==> src/rtl/usart_pkg.sv <==
package usart_pkg;

  localparam int unsigned FAC_MAX = 64;
  localparam int unsigned CNT_W   = $clog2(2 * FAC_MAX + 1);

  typedef struct packed {
    logic [1:0] stop;
    logic       even;
    logic       par_en;
    logic [1:0] len;
    logic [1:0] fac;
  } mode_t;

  typedef struct packed {
    logic hunt;
    logic ireset;
    logic rts;
    logic err_clr;
    logic brk;
    logic rx_en;
    logic dtr;
    logic tx_en;
  } cmd_t;

  typedef enum logic [2:0] {
    S_IDLE, S_START, S_DATA, S_PAR, S_STOP
  } ser_st_e;

  function automatic logic [CNT_W-1:0] fac_ticks(input logic [1:0] fac);
    case (fac)
      2'b10:   return CNT_W'(16);
      2'b11:   return CNT_W'(64);
      default: return CNT_W'(1);
    endcase
  endfunction

  function automatic logic [CNT_W-1:0] stop_ticks(input mode_t m);
    logic [CNT_W-1:0] f;
    f = fac_ticks(m.fac);
    case (m.stop)
      2'b10:   return f + ((f + CNT_W'(1)) >> 1);
      2'b11:   return f << 1;
      default: return f;
    endcase
  endfunction

  function automatic logic [3:0] char_bits(input logic [1:0] len);
    return 4'd5 + {2'b00, len};
  endfunction

  function automatic logic [7:0] char_mask(input logic [1:0] len);
    return 8'hFF >> (2'd3 - len);
  endfunction

endpackage

==> src/rtl/usart_ctrl.sv <==
module usart_ctrl
  import usart_pkg::*;
#(
  parameter int unsigned ADDR_W = 8
) (
  input  logic              clk_i,
  input  logic              rst_ni,
  input  logic [ADDR_W-1:0] addr_i,
  input  logic              wr_i,
  input  logic              rd_i,
  input  logic [7:0]        wdata_i,
  output logic [7:0]        rdata_o,
  output mode_t             mode_o,
  output cmd_t              cmd_o,
  output logic              mode_phase_o,
  output logic              ctl_wr_o,
  output logic              data_rd_o,
  output logic              tx_load_o,
  output logic [7:0]        tx_data_o,
  input  logic              hold_empty_i,
  input  logic              tx_empty_i,
  input  logic              rx_done_i,
  input  logic [7:0]        rx_data_i,
  input  logic              rx_pe_i,
  input  logic              rx_fe_i,
  input  logic              dsr_i,
  output logic              rx_rdy_o,
  output logic              oe_o,
  output logic              irq_o
);

  localparam logic [2:0] SLOT_DATA = 3'd0;
  localparam logic [2:0] SLOT_CTL  = 3'd1;
  localparam logic [2:0] SLOT_MASK = 3'd2;

  logic [2:0] slot;
  logic       data_wr, mask_wr;
  logic       mode_phase_q;
  mode_t      mode_q;
  cmd_t       cmd_q;
  logic [7:0] mask_q, rbuf_q;
  logic       rx_rdy_q, pe_q, oe_q, fe_q;
  logic       err_clr;
  logic [7:0] status;

  assign slot      = addr_i[2:0];
  assign data_wr   = wr_i && (slot == SLOT_DATA);
  assign ctl_wr_o  = wr_i && (slot == SLOT_CTL);
  assign mask_wr   = wr_i && (slot == SLOT_MASK);
  assign data_rd_o = rd_i && (slot == SLOT_DATA);
  assign err_clr   = ctl_wr_o && !mode_phase_q && wdata_i[4] && !wdata_i[6];

  assign tx_load_o = data_wr;
  assign tx_data_o = wdata_i & char_mask(mode_q.len);

  always_ff @(posedge clk_i or negedge rst_ni) begin
    if (!rst_ni) begin
      mode_phase_q <= 1'b1;
      mode_q       <= '0;
      cmd_q        <= '0;
      mask_q       <= 8'h0F;
    end else begin
      if (ctl_wr_o) begin
        if (mode_phase_q) begin
          mode_q       <= mode_t'(wdata_i);
          mode_phase_q <= 1'b0;
        end else if (wdata_i[6]) begin
          cmd_q        <= '0;
          mode_phase_q <= 1'b1;
        end else begin
          cmd_q <= cmd_t'(wdata_i);
        end
      end
      if (mask_wr) mask_q <= wdata_i;
    end
  end

  always_ff @(posedge clk_i or negedge rst_ni) begin
    if (!rst_ni) begin
      rbuf_q   <= '0;
      rx_rdy_q <= 1'b0;
      pe_q     <= 1'b0;
      oe_q     <= 1'b0;
      fe_q     <= 1'b0;
    end else begin
      if (err_clr) begin
        pe_q <= 1'b0;
        oe_q <= 1'b0;
        fe_q <= 1'b0;
      end
      if (rx_done_i) begin
        rbuf_q   <= rx_data_i & char_mask(mode_q.len);
        rx_rdy_q <= 1'b1;
        if (rx_rdy_q && !data_rd_o) oe_q <= 1'b1;
        if (rx_pe_i) pe_q <= 1'b1;
        if (rx_fe_i) fe_q <= 1'b1;
      end else if (data_rd_o) begin
        rx_rdy_q <= 1'b0;
      end
    end
  end

  assign status = {dsr_i, 1'b0, fe_q, oe_q, pe_q, tx_empty_i, rx_rdy_q, hold_empty_i};

  always_comb begin
    case (slot)
      SLOT_DATA: rdata_o = rbuf_q;
      SLOT_CTL:  rdata_o = status;
      SLOT_MASK: rdata_o = mask_q;
      default:   rdata_o = 8'hFF;
    endcase
  end

  assign irq_o        = (!mask_q[0] && rx_rdy_q) || (!mask_q[1] && hold_empty_i);
  assign mode_o       = mode_q;
  assign cmd_o        = cmd_q;
  assign mode_phase_o = mode_phase_q;
  assign rx_rdy_o     = rx_rdy_q;
  assign oe_o         = oe_q;

endmodule

==> src/rtl/usart_tx.sv <==
module usart_tx
  import usart_pkg::*;
(
  input  logic       clk_i,
  input  logic       rst_ni,
  input  logic       tick_i,
  input  mode_t      mode_i,
  input  logic       tx_en_i,
  input  logic       cts_i,
  input  logic       brk_i,
  input  logic       load_i,
  input  logic [7:0] load_data_i,
  output logic       hold_empty_o,
  output logic       tx_empty_o,
  output logic       txd_o
);

  ser_st_e          st_q;
  logic [7:0]       hold_q, sh_q;
  logic             full_q, acc_q, txd_q;
  logic [2:0]       idx_q;
  logic [CNT_W-1:0] cnt_q, f, stp;
  logic [3:0]       bits;
  logic             bit_end, stop_end, can_go, line;

  always_comb begin
    f        = fac_ticks(mode_i.fac);
    stp      = stop_ticks(mode_i);
    bits     = char_bits(mode_i.len);
    bit_end  = (cnt_q == f - CNT_W'(1));
    stop_end = (cnt_q == stp - CNT_W'(1));
    can_go   = full_q && tx_en_i && cts_i;
    case (st_q)
      S_START: line = 1'b0;
      S_DATA:  line = sh_q[0];
      S_PAR:   line = mode_i.even ? acc_q : ~acc_q;
      default: line = 1'b1;
    endcase
  end

  always_ff @(posedge clk_i or negedge rst_ni) begin
    if (!rst_ni) begin
      st_q   <= S_IDLE;
      hold_q <= '0;
      sh_q   <= '0;
      full_q <= 1'b0;
      acc_q  <= 1'b0;
      idx_q  <= '0;
      cnt_q  <= '0;
      txd_q  <= 1'b1;
    end else begin
      if (tick_i) begin
        case (st_q)
          S_IDLE: begin
            if (can_go) begin
              sh_q   <= hold_q;
              full_q <= 1'b0;
              acc_q  <= 1'b0;
              cnt_q  <= '0;
              st_q   <= S_START;
            end
          end
          S_START: begin
            if (bit_end) begin
              cnt_q <= '0;
              idx_q <= '0;
              st_q  <= S_DATA;
            end else cnt_q <= cnt_q + CNT_W'(1);
          end
          S_DATA: begin
            if (bit_end) begin
              cnt_q <= '0;
              acc_q <= acc_q ^ sh_q[0];
              sh_q  <= sh_q >> 1;
              idx_q <= idx_q + 3'd1;
              if ({1'b0, idx_q} == bits - 4'd1) st_q <= mode_i.par_en ? S_PAR : S_STOP;
            end else cnt_q <= cnt_q + CNT_W'(1);
          end
          S_PAR: begin
            if (bit_end) begin
              cnt_q <= '0;
              st_q  <= S_STOP;
            end else cnt_q <= cnt_q + CNT_W'(1);
          end
          S_STOP: begin
            if (stop_end) begin
              cnt_q <= '0;
              if (can_go) begin
                sh_q   <= hold_q;
                full_q <= 1'b0;
                acc_q  <= 1'b0;
                st_q   <= S_START;
              end else st_q <= S_IDLE;
            end else cnt_q <= cnt_q + CNT_W'(1);
          end
          default: st_q <= S_IDLE;
        endcase
      end
      if (load_i) begin
        hold_q <= load_data_i;
        full_q <= 1'b1;
      end
      txd_q <= brk_i ? 1'b0 : line;
    end
  end

  assign hold_empty_o = !full_q;
  assign tx_empty_o   = !full_q && (st_q == S_IDLE);
  assign txd_o        = txd_q;

endmodule

==> src/rtl/usart_rx.sv <==
module usart_rx
  import usart_pkg::*;
#(
  parameter int unsigned SYNC_STAGES = 2
) (
  input  logic       clk_i,
  input  logic       rst_ni,
  input  logic       tick_i,
  input  mode_t      mode_i,
  input  logic       rx_en_i,
  input  logic       rxd_i,
  output logic       done_o,
  output logic [7:0] data_o,
  output logic       pe_o,
  output logic       fe_o
);

  logic [SYNC_STAGES-1:0] sync_q;
  logic                   rxd;
  ser_st_e                st_q;
  logic [7:0]             sh_q, data_q;
  logic [2:0]             idx_q;
  logic [CNT_W-1:0]       cnt_q, f;
  logic [3:0]             bits;
  logic                   acc_q, pe_q, fe_q, done_q, bit_end;

  always_ff @(posedge clk_i or negedge rst_ni) begin
    if (!rst_ni) sync_q <= '1;
    else         sync_q <= {sync_q[SYNC_STAGES-2:0], rxd_i};
  end
  assign rxd = sync_q[SYNC_STAGES-1];

  always_comb begin
    f       = fac_ticks(mode_i.fac);
    bits    = char_bits(mode_i.len);
    bit_end = (cnt_q == f - CNT_W'(1));
  end

  always_ff @(posedge clk_i or negedge rst_ni) begin
    if (!rst_ni) begin
      st_q   <= S_IDLE;
      sh_q   <= '0;
      data_q <= '0;
      idx_q  <= '0;
      cnt_q  <= '0;
      acc_q  <= 1'b0;
      pe_q   <= 1'b0;
      fe_q   <= 1'b0;
      done_q <= 1'b0;
    end else begin
      done_q <= 1'b0;
      if (tick_i) begin
        case (st_q)
          S_IDLE: begin
            if (rx_en_i && !rxd) begin
              idx_q <= '0;
              acc_q <= 1'b0;
              pe_q  <= 1'b0;
              if (f == CNT_W'(1)) begin
                cnt_q <= '0;
                st_q  <= S_DATA;
              end else begin
                cnt_q <= CNT_W'(1);
                st_q  <= S_START;
              end
            end
          end
          S_START: begin
            if (cnt_q == (f >> 1)) begin
              cnt_q <= '0;
              st_q  <= rxd ? S_IDLE : S_DATA;
            end else cnt_q <= cnt_q + CNT_W'(1);
          end
          S_DATA: begin
            if (bit_end) begin
              cnt_q <= '0;
              sh_q  <= {rxd, sh_q[7:1]};
              acc_q <= acc_q ^ rxd;
              idx_q <= idx_q + 3'd1;
              if ({1'b0, idx_q} == bits - 4'd1) st_q <= mode_i.par_en ? S_PAR : S_STOP;
            end else cnt_q <= cnt_q + CNT_W'(1);
          end
          S_PAR: begin
            if (bit_end) begin
              cnt_q <= '0;
              pe_q  <= mode_i.even ? (rxd ^ acc_q) : ~(rxd ^ acc_q);
              st_q  <= S_STOP;
            end else cnt_q <= cnt_q + CNT_W'(1);
          end
          S_STOP: begin
            if (bit_end) begin
              cnt_q  <= '0;
              data_q <= sh_q >> (2'd3 - mode_i.len);
              fe_q   <= !rxd;
              done_q <= 1'b1;
              st_q   <= S_IDLE;
            end else cnt_q <= cnt_q + CNT_W'(1);
          end
          default: st_q <= S_IDLE;
        endcase
      end
    end
  end

  assign done_o = done_q;
  assign data_o = data_q;
  assign pe_o   = pe_q;
  assign fe_o   = fe_q;

endmodule

==> src/rtl/async_usart.sv <==
module async_usart
  import usart_pkg::*;
#(
  parameter int unsigned ADDR_W      = 8,
  parameter int unsigned SYNC_STAGES = 2
) (
  input  logic              clk_i,
  input  logic              rst_ni,
  input  logic [ADDR_W-1:0] addr_i,
  input  logic              wr_i,
  input  logic              rd_i,
  input  logic [7:0]        wdata_i,
  output logic [7:0]        rdata_o,
  input  logic              sclk_en_i,
  input  logic              rxd_i,
  output logic              txd_o,
  input  logic              cts_i,
  input  logic              dsr_i,
  output logic              dtr_o,
  output logic              rts_o,
  output logic              irq_o
);

  mode_t      mode;
  cmd_t       cmd;
  logic       mode_phase, ctl_wr, data_rd, tx_load;
  logic [7:0] tx_data, rx_data;
  logic       hold_empty, tx_empty, rx_done, rx_pe, rx_fe, rx_rdy, oe;
  logic       brk;

  usart_ctrl #(.ADDR_W(ADDR_W)) u_ctrl (
    .clk_i, .rst_ni, .addr_i, .wr_i, .rd_i, .wdata_i, .rdata_o,
    .mode_o(mode), .cmd_o(cmd), .mode_phase_o(mode_phase),
    .ctl_wr_o(ctl_wr), .data_rd_o(data_rd),
    .tx_load_o(tx_load), .tx_data_o(tx_data),
    .hold_empty_i(hold_empty), .tx_empty_i(tx_empty),
    .rx_done_i(rx_done), .rx_data_i(rx_data), .rx_pe_i(rx_pe), .rx_fe_i(rx_fe),
    .dsr_i, .rx_rdy_o(rx_rdy), .oe_o(oe), .irq_o
  );

  assign brk = cmd.brk;

  usart_tx u_tx (
    .clk_i, .rst_ni, .tick_i(sclk_en_i), .mode_i(mode),
    .tx_en_i(cmd.tx_en), .cts_i, .brk_i(brk),
    .load_i(tx_load), .load_data_i(tx_data),
    .hold_empty_o(hold_empty), .tx_empty_o(tx_empty), .txd_o
  );

  usart_rx #(.SYNC_STAGES(SYNC_STAGES)) u_rx (
    .clk_i, .rst_ni, .tick_i(sclk_en_i), .mode_i(mode),
    .rx_en_i(cmd.rx_en), .rxd_i,
    .done_o(rx_done), .data_o(rx_data), .pe_o(rx_pe), .fe_o(rx_fe)
  );

  assign dtr_o = cmd.dtr;
  assign rts_o = cmd.rts;

endmodule

==> config.mk <==
export PLATFORM = sky130hd
export DESIGN_NAME = async_usart
export DESIGN_NICKNAME = d
export VERILOG_FILES = /design/src/rtl/usart_pkg.sv /design/src/rtl/usart_ctrl.sv /design/src/rtl/usart_tx.sv /design/src/rtl/usart_rx.sv /design/src/rtl/async_usart.sv
export SDC_FILE = /design/constraint.sdc
export NUM_CORES = 1
export LEC_CHECK = 0
export ABC_AREA = 1
export BUFFER_PORTS_ARGS = -buffer_cell sky130_fd_sc_hd__buf_2
export CORE_AREA = 4 4 115 117
export CTS_CLUSTER_DIAMETER = 120
export DETAILED_ROUTE_END_ITERATION = 16
export DIE_AREA = 0 0 119 121
export HOLD_SLACK_MARGIN = 0.1
export PLACE_DENSITY_LB_ADDON = 0.15
export SLEW_MARGIN = 0
export SYNTH_ARGS = -nofsm -noshare
export SYNTH_HDL_FRONTEND = slang
export SYNTH_SLANG_ARGS = --single-unit
export TNS_END_PERCENT = 50
==> constraint.sdc <==
create_clock -name clk_i -period 2.4 [get_ports clk_i]
set_input_delay 0.24 -clock clk_i [delete_from_list [all_inputs] [get_ports clk_i]]
set_output_delay 0.24 -clock clk_i [all_outputs]
set_load 0.02 [all_outputs]
# Word level (Yosys, flattened, before mapping)
# Cells that the tools add are included.
word_totals:
  ff_bits: 103
  in_bits: 24
  out_inout_bits: 12
  word_cells: 213
classes:
  n_addsub: 11
  n_eq_ne: 34
  n_shift: 2
  n_mux: 75
  bitwise_logic: 7
  n_reduce_logical: 49
ops:
  columns: ["cell", "count"]
  rows:
  - ["$pmux 8 s3", 4]
  - ["$mux 8", 9]
  - ["$mux 3", 17]
  - ["$mux 1", 31]
  - ["$pmux 3 s5", 2]
  - ["$add 8x1->8 const B", 3]
  - ["$eq 8x8->1", 3]
  - ["$ne 2x1->1 const B", 12]
  - ["$and 8x8->8", 2]
  - ["$pmux 8 s2", 1]
  - ["$reduce_and 4->1", 4]
  - ["$sub 8x1->8 const B", 2]
  - ["$eq 3x2->1 const B", 5]
  - ["$reduce_and 3->1", 5]
  - ["$logic_and 1x1->1", 14]
  - ["$pmux 7 s2", 1]
  - ["$reduce_and 7->1", 2]
  - ["$pmux 3 s2", 2]
  - ["$reduce_bool 3->1", 4]
  - ["$reduce_bool 2->1", 5]
  - ["$eq 3x1->1 const B", 3]
  - ["$logic_not 3->1", 3]
  - ["$add 8x7->8", 1]
  - ["$eq 2x2->1 const B", 4]
  - ["other kinds (21)", 39]

# Longest topological paths before layout
depth:
  ltp_word: 11
  mapped_depth: 16

# Hierarchy
# Synthesis repeated with hierarchy kept, for this count alone.
hier_totals:
  cells_unflattened: 789
  area_unflattened_um2: 5988.2
by_module_without_submodules:
  columns: ["mod", "instances", "cells_each", "area_each_um2", "seq_area_each_um2"]
  rows:
  - ["usart_rx", 1, 291, 2117.0, 903.4]
  - ["usart_tx", 1, 282, 2065.7, 827.0]
  - ["usart_ctrl", 1, 216, 1805.5, 907.1]

# Worst setup path before layout
# No wires, ideal clock.
synth_path:
  path_type: "register to register"
  start: "reg u_ctrl.mode_q, in the netlist u_ctrl.mode_o[1]"
  end: "reg u_tx.acc_q"
  setup_time_ps: 118
  arrival_ps: 1787
  setup_slack_ps: 495
  stages_incl_launch_ff: 14
  synth_period_minus_slack_ps: 1905
  cell_sequence: "dfrtp_1 inv_2 nor2_2 nand3_1 ha_1 a21oi_1 o21ai_0 nor2_1 nand3_2 nand2_4 nand2_4 buf_6 nand2_2 o21ai_2"
synth_via:
  elab_chain_len: 9
  elab_cells_between_ends: 13
  cone_classes: "add/sub: 4; eq/ne: 6; mux: 2; reduce/logical: 1"
synth_rtl:
  columns: ["item", "line_no", "source"]
  rows:
  - ["from (decl)", "usart_ctrl.sv:39", "mode_t mode_q;"]
  - ["from (signal assigned)", "usart_ctrl.sv:65", "mode_q <= mode_t'(wdata_i);"]
  - ["$eq 2x2->1", "usart_pkg.sv:30", "case (fac)"]
  - ["$pmux 7 s2 (*)", "usart_pkg.sv:30", null]
  - ["$add 8x1->8", "usart_pkg.sv:41", "2'b10: return f + ((f + CNT_W'(1)) >> 1);"]
  - ["$add 8x7->8", "usart_pkg.sv:41", null]
  - ["$pmux 8 s2", "usart_pkg.sv:40", "case (m.stop)"]
  - ["$sub 8x1->8", "usart_tx.sv:31", "stop_end = (cnt_q == stp - CNT_W'(1));"]
  - ["$eq 8x8->1", "usart_tx.sv:31", null]
  - ["$ne 2x1->1 (no line)", null, null]
  - ["$reduce_and 4->1 (no line) (*)", null, null]
  - ["to (signal assigned)", "usart_tx.sv:73", "acc_q <= acc_q ^ sh_q[0];"]
  - ["to (decl)", "usart_tx.sv:20", "logic full_q, acc_q, txd_q;"]
# Mark *: on every way between the ends. The rest lies on a longest branch, timed or not.
# A chain may end at the register's enable or synchronous reset.

# Worst setup path after layout
layout_path:
  start: "reg u_ctrl.mode_q, in the netlist u_ctrl.mode_o[0]"
  end: "reg u_tx.sh_q[2]"
layout_via:
  elab_chain_len: 9
  elab_cells_between_ends: 13
  cone_classes: "add/sub: 4; eq/ne: 6; mux: 2; reduce/logical: 1"
layout_rtl:
  columns: ["item", "line_no", "source"]
  rows:
  - ["$eq 2x2->1", "usart_pkg.sv:30", null]
  - ["$pmux 7 s2 (*)", "usart_pkg.sv:30", null]
  - ["$add 8x1->8", "usart_pkg.sv:41", null]
  - ["$add 8x7->8", "usart_pkg.sv:41", null]
  - ["$pmux 8 s2", "usart_pkg.sv:40", null]
  - ["$sub 8x1->8", "usart_tx.sv:31", null]
  - ["$eq 8x8->1", "usart_tx.sv:31", null]
  - ["$ne 2x1->1 (no line)", null, null]
  - ["$reduce_and 4->1 (no line) (*)", null, null]
  - ["to (signal assigned)", "usart_tx.sv:56", "sh_q <= hold_q;"]
  - ["to (signal assigned)", "usart_tx.sv:74", "sh_q <= sh_q >> 1;"]
  - ["to (signal assigned)", "usart_tx.sv:89", "sh_q <= hold_q;"]
  - ["to (decl)", "usart_tx.sv:19", "logic [7:0] hold_q, sh_q;"]
# Marks and branches as above.

==> key figures <==
Run status
  – Outcome: complete, no violations

Floorplanning
  – Die Area: between 10,000 and 15,000 µm²
  – # rows: 41
  – Core Box Area: roughly 12,000 µm²
  – Starting Density: a little over two fifths
  – Die Ht: ~120 µm
  – Die Wd: 119 µm
  – I/O pin cnt: 36

Placed design
  – GPL Wtd Cong: 0.858
  – Dpl cells: slightly below 900
  – Hpwl dp: around 9000 µm
  – Port Buffers: 30

Power
  – Max VDD drop: between 0.4 and 0.5 mV
  – Leak: between 2 and 3 nW
  – Power per Cell Area: 992 nW/µm²

Synth
  – Avg Cell Area, Syn: 7.85 µm²
  – Top cells by area, synth: dfrtp_1 (44%), nand2_1 (16%), inv_1 (5.3%)
  – Unique cell type count in the Yosys netlist: 39
  – Cells after Synth: a little under 700
  – Most numerous cell in the Yosys netlist: nand2_1
  – Register area share after synthesis: between 40% and 50%
  – Syn Nets: 713
  – Mapped cell area: 5360 µm²
  – Seq cells post-synth: about 100
  – Top-area cell type share of the netlist area: between 40% and 50%
  – Cell taking the most area after synthesis: dfrtp_1
  – Post-synth EDFFs: 0
  – YS warnings: 0
  – Fraction of registers with async set or reset after synthesis: 100%
  – Main synth FF type: dfrtp_1
  – Most common library cells after synthesis: nand2_1 (223), dfrtp_1 (95), inv_1 (76)

Setup path
  – Crit Path Class: register to register
  – Crit path launch type: register
  – Crit. End Element: register
  – Critical Path Fanout Max: 18
  – Req. time, crit path: approximately 2.6 ns
  – R2R Setup Slk: roughly 0.40 ns
  – Critical Path AT: between 2 and 2.5 ns

Timing
  – Slew Viols, Final: 0
  – Final Critical Period: around 2.0 ns
  – Final setup viols: 0
  – Slew HR: between 50% and 60%
  – Slew @ Worst Pin: 0.602 ns
  – Fmax: 0.499 GHz
  – RSZ-0062 raised after global routing: no
  – Fin Setup TNS: 0 ns
  – Final Hold Fails: 0
  – Hold_ws: about 0.15 ns
  – Final period utilization: ~83%
  – Clock skew: 0.00997 ns

Routing
  – DRC: 0
  – ANT nets after route: 0
  – First-pass detailed-route iteration total: 6
  – WL final: between 10,000 and 15,000 µm
  – 1st-iter DRT viols: approximately 350
  – Wirelength per Cell: approximately 14 µm
  – Routed vias: 4,435
  – Vias/cell: 4.97

Layout
  – Antenna Diode Count: 0
  – Share of layout cells above drive strength 1: roughly 13%
  – Final non-filler cell total: approximately 900
  – Fillers: between 1,000 and 1,500
  – NumNets Final: 745
  – P&R area growth vs syn: 12.7%

Clock network
  – Worst skew pair latency: roughly 0.35 ns
  – CTS tree: done
  – CTS buffer count: 9
  – H-tree levels: 3
  – Clock Root Buffer: clkbuf_16
  – Clock sinks: 103
  – Clock slew at reported path FFs: ~0.07 ns
  – Clock buffer depth: 2

Job
  – Max Cap Viol: 0

GRT
  – GR Util All Layers: approximately 18%
  – Initial antenna violation count: 0
  – Vias in the first global route: 4,321
  – Gr ovfl total: 0
  – Largest net degree at the start of global routing: a little over 40
  – First-pass GRT wire length: 21,100 µm

Min path
  – Hold WC Path Type: primary input to register
## power by group
group / internal (mW) / switching, mW
Clock: 0.955 / 0.668
Sequential: 2.13 / 0.364
Combinational: 0.662 / 1.21
## cell usage in the layout (no fill, tap or decap), drive strengths merged
cell	netlist	routed
nand2	228	228
dfrtp	95	95
inv	84	87
o21ai	80	80
nor2	49	49
nand3	42	42
buf	6	34
a21oi	14	14
clkbuf	9	11
xor2	10	10
dfstp	8	8
o2111ai	7	7
xnor2	7	7
mux2i	7	7
ha	6	6
o211ai	4	4
nand4	4	4
nor3	4	4
or2	4	4
o31ai	3	3
o22ai	2	2
a22o	2	2
a31oi	2	2
nand3b	2	2
bufinv	0	2
dlygate4sd3	0	2
nor3b	1	1
clkinv	1	1
a221oi	1	1
o41ai	1	1
## logic make-up after synthesis
logic type	Yosys count	share of synthesized area [%]
buf+inv	100	7.38
fa+ha+maj	6	1.40
compound gates	116	12.8
xor+xnor	17	2.78
flops	103	48.3
mux	7	1.31
simple gates	334	26.1
## state kept, by name, indices dropped and copies added (netlist names), 8 cells and up
| register | count |
|---|---|
| u_tx.cnt_q | 8 |
| u_tx.sh_q | 8 |
| u_ctrl.rbuf_q | 8 |
| u_rx.sh_q | 8 |
| u_tx.hold_q | 8 |
| u_rx.data_o | 8 |
| u_rx.cnt_q | 8 |
| u_ctrl.mode_o | 8 |
| u_ctrl.mask_q | 8 |
## routing by layer
| metal | GRT usage, % | up-vias | wire length [µm] |
|---|---|---|---|
| li1 | - | 2258 | - |
| met1 | 24.9 | 2082 | 5860 |
| met2 | 28.8 | 86 | 5580 |
| met3 | 4.62 | 9 | 592 |
| met4 | 3.62 | 0 | 127 |
| met5 | 0 | - | 0 |
## final cells by class
cell class / instances / area (µm²) / area share, %
clock buffers: 11 / 243 / 4.02
clock inverters: 5 / 86.3 / 1.43
inverters: 85 / 319 / 5.28
multi-input cells: 480 / 2380 / 39.3
flip-flops and latches: 103 / 2590 / 42.8
well taps: 172 / 215 / 3.56
repair buffers: 36 / 215 / 3.56
## path summary, 6_finish.rpt
path,start,to,depth (start not counted)
min in group asynchronous,rst_ni,u_tx.cnt_q[7],2
max,u_ctrl.mode_o[0],u_tx.sh_q[2],11
max reg2reg,u_ctrl.mode_o[0],u_tx.sh_q[2],11
min,wdata_i[5],u_tx.hold_q[5],3
max in group asynchronous,rst_ni,u_rx.sync_q[1],3
min reg2reg,u_rx.sync_q[0],u_rx.sync_q[1],0
## timing repair
item / 4_1_cts / 5_1_grt
hold buffers: 2 / 0
buffers inserted: 0 / 0
gates resized for setup: 0 / 0
hold endpoints to repair: 30 / 0
setup endpoints to repair: 0 / 0
## metrics by stage
step / area (µm²) / total power, mW / setup slack (ns) / utilization (%)
5_1_grt: 6040 / 6.45 / 0.228 / 48.9
3_3_place_gp: 5690 / 4.34 / 0.391 / 46.1
4_1_cts: 6040 / 6.04 / 0.388 / 48.9
3_5_place_dp: 5690 / 4.40 / 0.386 / 46.1
6_report: 6040 / 6.00 / 0.396 / 48.9
2_1_floorplan: 5360 / 3.89 / 0.495 / -
## critical path, cell delays in order (launching register included)
cell and delay [ns]:
dfrtp_1 0.44, nor2_2 0.15, nand3_1 0.08, ha_1 0.29, a21oi_1 0.13, o21ai_0 0.09, nor2_1 0.14, nand3_2 0.11
nand2_4 0.13, nand2_4 0.16, nand2_1 0.12, o21ai_2 0.05
(Power assumes the default switching activity.)
